===== config.mk =====
export PLATFORM = sky130hd
export DESIGN_NAME = skew_adder
export DESIGN_NICKNAME = d
export VERILOG_FILES = /design/src/rtl/skew_adder_pkg.sv /design/src/rtl/skew_lo_slice.sv /design/src/rtl/skew_hi_slice.sv /design/src/rtl/skew_flag_stage.sv /design/src/rtl/skew_adder.sv
export SDC_FILE = /design/constraint.sdc
export NUM_CORES = 1
export LEC_CHECK = 0
export ABC_AREA = 1
export BUFFER_PORTS_ARGS = -buffer_cell sky130_fd_sc_hd__buf_2
export CELL_PAD_IN_SITES_DETAIL_PLACEMENT = 0
export CELL_PAD_IN_SITES_GLOBAL_PLACEMENT = 1
export CORE_UTILIZATION = 42
export CTS_BUF_LIST = sky130_fd_sc_hd__clkbuf_4
export CTS_CLUSTER_SIZE = 20
export DETAILED_ROUTE_END_ITERATION = 10
export MAX_ROUTING_LAYER = met4
export PLACE_DENSITY = 0.95
export SLEW_MARGIN = 20
export SYNTH_ARGS = -nofsm -noshare
export SYNTH_HDL_FRONTEND = slang
export SYNTH_SLANG_ARGS = --single-unit

===== constraint.sdc =====
create_clock -name clk -period 3.7 [get_ports clk]
set_input_delay 0.185 -clock clk [delete_from_list [all_inputs] [get_ports clk]]
set_output_delay 0.185 -clock clk [all_outputs]
set_load 0.01 [all_outputs]

===== src/rtl/skew_adder_pkg.sv =====
package skew_adder_pkg;

    localparam int HALF_W = 16;
    localparam int DATA_W = 2 * HALF_W;

    // Registered state leaving the low slice
    typedef struct packed {
        logic [HALF_W-1:0] sum;
        logic              carry;
        logic [HALF_W-1:0] a_up;
        logic [HALF_W-1:0] b_up;
    } lo_stage_t;

    // Registered state leaving the high slice
    typedef struct packed {
        logic [HALF_W-1:0] sum;
        logic              carry;
        logic              lo_zero;
        logic              a_sign;
        logic              b_sign;
    } hi_stage_t;

    typedef struct packed {
        logic zero;
        logic neg;
        logic carry;
        logic ovf;
    } flags_t;

    // Slice add with carry-in; bit HALF_W of the result is the carry-out
    function automatic logic [HALF_W:0] slice_add(
        input logic [HALF_W-1:0] x,
        input logic [HALF_W-1:0] y,
        input logic              ci
    );
        return {1'b0, x} + {1'b0, y} + {{HALF_W{1'b0}}, ci};
    endfunction

    function automatic logic signed_ovf(
        input logic sa,
        input logic sb,
        input logic sr
    );
        return (sa == sb) && (sr != sa);
    endfunction

endpackage


===== src/rtl/skew_lo_slice.sv =====
module skew_lo_slice
    import skew_adder_pkg::*;
(
    input  logic                 clk,
    input  logic                 rst,
    input  logic                 in_valid,
    input  logic [DATA_W-1:0]    in_a,
    input  logic [DATA_W-1:0]    in_b,
    output logic                 out_valid,
    output lo_stage_t            out_stage
);
    logic [HALF_W:0] lo_res;

    always_comb begin
        lo_res = slice_add(in_a[HALF_W-1:0], in_b[HALF_W-1:0], 1'b0);
    end

    always_ff @(posedge clk) begin
        if (rst) out_valid <= 1'b0;
        else     out_valid <= in_valid;
    end

    // Data registers are qualified by the valid bit and need no reset
    always_ff @(posedge clk) begin
        out_stage.sum   <= lo_res[HALF_W-1:0];
        out_stage.carry <= lo_res[HALF_W];
        out_stage.a_up  <= in_a[DATA_W-1:HALF_W];
        out_stage.b_up  <= in_b[DATA_W-1:HALF_W];
    end
endmodule


===== src/rtl/skew_hi_slice.sv =====
module skew_hi_slice
    import skew_adder_pkg::*;
(
    input  logic      clk,
    input  logic      rst,
    input  logic      in_valid,
    input  lo_stage_t in_stage,
    output logic      out_valid,
    output hi_stage_t out_stage
);
    logic [HALF_W:0] hi_res;

    always_comb begin
        hi_res = slice_add(in_stage.a_up, in_stage.b_up, in_stage.carry);
    end

    always_ff @(posedge clk) begin
        if (rst) out_valid <= 1'b0;
        else     out_valid <= in_valid;
    end

    always_ff @(posedge clk) begin
        out_stage.sum     <= hi_res[HALF_W-1:0];
        out_stage.carry   <= hi_res[HALF_W];
        out_stage.lo_zero <= (in_stage.sum == '0);
        out_stage.a_sign  <= in_stage.a_up[HALF_W-1];
        out_stage.b_sign  <= in_stage.b_up[HALF_W-1];
    end
endmodule


===== src/rtl/skew_flag_stage.sv =====
module skew_flag_stage
    import skew_adder_pkg::*;
(
    input  logic      clk,
    input  logic      rst,
    input  logic      in_valid,
    input  hi_stage_t in_stage,
    output logic      out_valid,
    output flags_t    out_flags
);
    flags_t next_flags;

    always_comb begin
        next_flags.zero  = in_stage.lo_zero && (in_stage.sum == '0);
        next_flags.neg   = in_stage.sum[HALF_W-1];
        next_flags.carry = in_stage.carry;
        next_flags.ovf   = signed_ovf(in_stage.a_sign, in_stage.b_sign,
                                      in_stage.sum[HALF_W-1]);
    end

    always_ff @(posedge clk) begin
        if (rst) out_valid <= 1'b0;
        else     out_valid <= in_valid;
    end

    always_ff @(posedge clk) begin
        out_flags <= next_flags;
    end
endmodule


===== src/rtl/skew_adder.sv =====
module skew_adder
    import skew_adder_pkg::*;
(
    input  logic              clk,
    input  logic              rst,
    input  logic              in_valid,
    input  logic [DATA_W-1:0] in_a,
    input  logic [DATA_W-1:0] in_b,
    output logic              lo_valid,
    output logic [HALF_W-1:0] lo_sum,
    output logic              hi_valid,
    output logic [HALF_W-1:0] hi_sum,
    output logic              flag_valid,
    output logic              flag_zero,
    output logic              flag_neg,
    output logic              flag_carry,
    output logic              flag_ovf
);
    lo_stage_t lo_q;
    hi_stage_t hi_q;
    flags_t    fl_q;

    skew_lo_slice u_lo (
        .clk       (clk),
        .rst       (rst),
        .in_valid  (in_valid),
        .in_a      (in_a),
        .in_b      (in_b),
        .out_valid (lo_valid),
        .out_stage (lo_q)
    );

    skew_hi_slice u_hi (
        .clk       (clk),
        .rst       (rst),
        .in_valid  (lo_valid),
        .in_stage  (lo_q),
        .out_valid (hi_valid),
        .out_stage (hi_q)
    );

    skew_flag_stage u_fl (
        .clk       (clk),
        .rst       (rst),
        .in_valid  (hi_valid),
        .in_stage  (hi_q),
        .out_valid (flag_valid),
        .out_flags (fl_q)
    );

    assign lo_sum     = lo_q.sum;
    assign hi_sum     = hi_q.sum;
    assign flag_zero  = fl_q.zero;
    assign flag_neg   = fl_q.neg;
    assign flag_carry = fl_q.carry;
    assign flag_ovf   = fl_q.ovf;
endmodule


# --- Word level (Yosys, flattened, before mapping) ---
# Index checks and enable logic that the tools add are counted.
totals:
  ff_bits: 76
  inputBits: 67
  out_inout_bits: 39
  word_cells: 25
classes:
  add_sub_neg: 3
  n_eq_ne: 2
  n_reduce_logical: 4
ops:
  columns: ["cell", "count"]
  rows:
  - ["adder 16 x 16 -> 17 bit", 2]
  - ["zero test 16 bit", 2]
  - ["adder 17 x 1 -> 17 bit", 1]
  - ["logical AND 1 bit", 2]
  - ["== test 1 bit", 1]
  - ["!= test 1 bit", 1]

# --- Logic depth before layout (Yosys ltp) ---
logic_depth:
  depth_word: 2
  ltp_mapped: 10
  depth_no_buf: 10

# --- By module ---
# From an unflattened synthesis, not the netlist that was laid out.
hier_totals:
  hier_cells: 480
  area_unflattened_um2: 3628.5
modules_own_cells:
  columns: ["mod", "instances", "cells_each", "area_per_inst_um2", "seq_area_each_um2"]
  rows:
  - ["skew_lo_slice", 1, 239, 1980.6, 1001.0]
  - ["skew_hi_slice", 1, 215, 1455.1, 420.4]
  - ["skew_flag_stage", 1, 26, 192.7, 100.1]

# --- Worst setup path after synthesis ---
# No wires, ideal clock.
synth_timing:
  kind: "reg-to-reg"
  from: "register u_lo.out_stage[0] in the netlist's numbering"
  to: "register u_hi.out_stage[18] in the netlist's numbering"
  setup_ps: 112
  arrival_ps: 1661
  setup_slack_ps: 1927
  path_stages_with_launch: 11
  n_path_buf: 0
  synth_period_minus_slack_ps: 1773
  cell_sequence: "dfxtp_1 > fa_1 > fa_1 > nand2_1 > nand3_1 > nand3_1 > nand2_1 > nand2_1 > nand2_1 > nand2_1 > nand2_1"
synth_between:
  elab_chain_len: 2
synth_lines:
  columns: ["item", "line", "rtl"]
  rows:
  - ["start, declared", "skew_lo_slice.sv:10", "output lo_stage_t out_stage"]
  - ["adder 16 x 16 -> 17 bit", "skew_adder_pkg.sv:36", "return {1'b0, x} + {1'b0, y} + {{HALF_W{1'b0}}, ci};"]
  - ["adder 17 x 1 -> 17 bit", "skew_adder_pkg.sv:36", null]
  - ["via u_hi.hi_res[14]", "skew_hi_slice.sv:11", "logic [HALF_W:0] hi_res;"]
  - ["end, declared", "skew_hi_slice.sv:9", "output hi_stage_t out_stage"]
# The timed path passes the listed nets, and every way through them passes these cells.
# A chain may end at the register's enable or synchronous reset.

# --- Worst setup path after layout ---
# Same ends and word-level chain as after synthesis.

==> results.txt <==
----------------------------------------------------
[Run status]
  Result of the run ... finished, violations left
  Failing checks ... DRC

[Route]
  Via total after detailed routing ... between 3000 and 4000
  Iter 0 DRT Violations ... 58
  1st-pass router iterations ... 7
  Number of nets still failing antenna checks after routing ... 0
  Routed wire length ... just under 8000 microns
  WL per Instance ... around 10 microns
  Remaining routing DRC violations ... 11
  Per-cell via count in the routed design ... about 4.4

[Timing]
  Hold Violations, Final ... 0
  Total negative setup slack ... 0 ns
  Fmax achieved ... roughly 530 MHz
  Final number of max-transition violations ... 0
  Portion of the clock cycle consumed by the worst path in the final layout ... 51.2%
  RSZ-0062 raised after global routing ... no
  Largest clock skew in the final design ... 0.0145 ns
  Slew HR ... between 70 and 80%
  Final setup violation count ... 0
  Final period demand of the worst path ... 1.90 ns
  Worst-case setup margin in the final layout ... 1.80 ns
  Transition at the pin with the smallest max-transition slack ... 0.341 ns

[Floorplan]
  Num ports ... about 110
  Full die area ... between 0.009 and 0.01 sq mm
  Area of the core region ... just under 0.009 sq mm
  Standard-cell row count ... 34
  Starting density of the core ... ~44%
  Die height ... between 90 and 100 microns
  Die X ... about 98 microns

[Global route]
  Pin count of the biggest net entering global routing ... 13
  Residual overflow from global routing ... 0
  GR Util All Layers ... 18.1%
  Via count of the first global-routing pass ... 3148
  Antenna violations before repair ... 0
  Wire length of the first global-routing pass ... around 13000 microns

[Critical path]
  Critical R2R Capture ... u_hi.out_stage[18]
  CP cell instances ... fa_1 > fa_1 > nand2_1 > nand3_1 > nand3_1 > nand2_1 > nand2_1 > nand2_1 > nand2_1 > nand2_1
  Data arrival, critical path ... between 2 and 2.5 ns
  CP delay by family, top ... adder cells
  Required time worst endpoint ... approximately 4.0 ns
  Most frequent cell on the critical path ... nand2_1
  Biggest fanout along the worst timing path ... 3
  Max incr delay on CP ... ~0.46 ns
  Critical path class ... reg2reg
  Reg2reg start ... u_lo.out_stage[0]
  Worst R2R Path Depth ... 10
  Critical Path Source Type ... register
  Worst R2R Setup Slack ... 1.80 ns
  Crit path buffers/inverters ... 0
  Worst Setup End Kind ... register
  Cell with the biggest individual delay on the critical path ... fa_1

[Clock network]
  Cell at the root of the clock tree ... clkbuf_4
  Post_cts resized ... 0
  Number of buffers on the longest clock path ... 2
  CTS Buf Count ... 9
  Sinks on Clock Net ... 76
  Clock-pin slew reported for the worst setup and hold paths after clock tree synthesis ... ~0.11 ns
  TritonCTS clock tree ... built
  Insertion delay of the later-clocked pin in the worst-skew pair ... 0.42 ns
  Clock H-tree levels ... 3

[Synthesis]
  Part of the Yosys area used for sequential elements ... between 30% and 40%
  Distinct cell type count after synthesis ... 25
  Mean instance size in the synthesized netlist ... approximately 7.6 sq um
  Register bit total from synthesis ... 76
  Synthesized instance count ... a little over 500
  Post-synth design cell area ... 0.00385 sq mm
  Ys Warns ... 0
  Nets in the synthesized netlist ... slightly above 600

[Layout]
  Fin nets ... about 730
  Area Growth Syn to Fin ... 24.2%
  Commonest non-fill, non-tap cells in the layout ... nand2_1 (160), buf_2 (105), inv_1 (80), dfxtp_1 (76), dlygate4sd3_1 (36)
  Post-layout utilization of the core ... roughly 54%
  Most frequent standard cell in the layout excluding fill and tap cells ... nand2_1
  Filler cell count ... between 800 and 900
  Share of post-route cells with drive strength above 1 ... around a quarter
  Antenna cells ... 0

[Worst hold path]
  Min-delay worst type ... in2reg
  Hold Path Cell Cnt ... 2
  Hold-critical path endpoint ... u_lo.out_stage[34]
  Hold path start ... in_b[1]

[Placed design]
  Final weighted congestion in routability-driven placement ... between 0.8 and 0.9
  Half-perimeter wire length of the detailed placement result ... ~6300 microns
  Place WS ... 1.82 ns
  Number of buffers inserted by port buffering ... approximately 110

[Power and ir drop]
  Leakage component of the power ... about 2.7 nW
  P per Cell Area ... between 400 and 500 mW/mm^2
  Worst ir drop on vdd ... around 160 uV

[Job]
  Reported max-cap violation count ... 0

----------------------------------------------------
## cells by family (layout without fill, tap and decap cells)
| kind of cell | count (synthesis) | in the layout | synth area share [%] |
|---|---|---|---|
| AND/OR/NAND/NOR | 250 | 250 | 28.5 |
| buffers and inverters | 118 | 242 | 14.6 |
| flip-flops | 76 | 76 | 39.5 |
| adder cells (fa/ha/maj) | 34 | 34 | 11.6 |
| AO/OA/AOI/OAI | 18 | 18 | 2.57 |
| XOR/XNOR | 14 | 14 | 3.18 |
## metal layers
metal | part of all wire (%) | GRT usage [%] | up-vias
met3 | 3.6 | 3.72 | 19
met1 | 41 | 18.7 | 1430
met2 | 52 | 33.3 | 70
met5 | 0 | - | -
li1 | - | - | 1768
met4 | 2.5 | 7.46 | 0
## how the worst max path moves through the flow
stage,end,startpoint,cells after the start
floorplan,u_hi.out_stage[18],u_lo.out_stage[0],10
global placement,u_hi.out_stage[18],u_lo.out_stage[0],10
detailed placement,u_hi.out_stage[18],u_lo.out_stage[0],10
CTS,u_hi.out_stage[18],u_lo.out_stage[0],10
global route,u_hi.out_stage[14],u_lo.out_stage[0],10
finish,u_hi.out_stage[18],u_lo.out_stage[0],10
## sequential cells by signal (all words and copies together) (netlist names)
name            cells
u_hi.out_stage     20
u_lo.out_valid      1
u_fl.out_valid      1
u_lo.out_stage     49
u_hi.out_valid      1
u_fl.out_flags      4
## what timing repair did
| item | in CTS | in global routing |
|---|---|---|
| hold buffers | 36 | 0 |
| endpoints found under the hold margin | 36 | 0 |
| setup buffers | 0 | 0 |
## through the flow
| stage | instance area (sq um) | total power [mW] | hold slack [ns] | std cells |
|---|---|---|---|---|
| after floorplan | 3850 | 1.38 | 0.213 | 510 |
| after global placement | 4270 | 1.45 | 0.289 | 691 |
| after detailed placement | 4270 | 1.47 | 0.289 | 691 |
| after CTS | 4780 | 2.03 | 0.0395 | 742 |
| after global routing | 4780 | 2.14 | 0.0331 | 742 |
| final | 4780 | 2.01 | 0.0543 | 742 |
## area by class of cell
| cell class | instances | area, sq um | share of cell area (%) |
|---|---|---|---|
| Timing Repair Buffer | 141 | 886 | 18.5 |
| Inverter | 86 | 323 | 6.75 |
| Tap cell | 108 | 135 | 2.82 |
| Clock inverter | 5 | 77.6 | 1.62 |
| Sequential cell | 76 | 1520 | 31.8 |
| Clock buffer | 10 | 75.1 | 1.57 |
| Multi-Input combinational cell | 316 | 1770 | 36.9 |
## Yosys cell counts
cell type,count,area (sq um)
nand3b_1,2,15.0
o21bai_1,1,7.51
nand2_2,14,87.6
nor3_2,6,60.1
inv_2,6,22.5
and2_4,1,8.76
xor2_1,13,114
buf_4,32,240
xnor2_1,1,8.76
a21oi_1,15,75.1
a211oi_1,1,7.51
nand3_2,3,30.0
nor2_1,31,116
nor4_1,4,25.0
nor2_2,2,12.5
dfxtp_1,76,1520
nand2_1,160,601
nor3_1,2,10.0
ha_1,31,388
fa_1,3,60.1
or2_1,2,12.5
inv_1,80,300
nand4_1,3,18.8
nand3_1,20,100
o21ai_2,1,8.76
## where the power goes
group | total, mW | internal (mW) | switching (mW)
combinational | 0.513 | 0.222 | 0.291
sequential | 0.961 | 0.918 | 0.0428
clock | 0.534 | 0.276 | 0.258
total | 2.01 | 1.42 | 0.591
No activity file was read; power rests on OpenSTA's default activity.
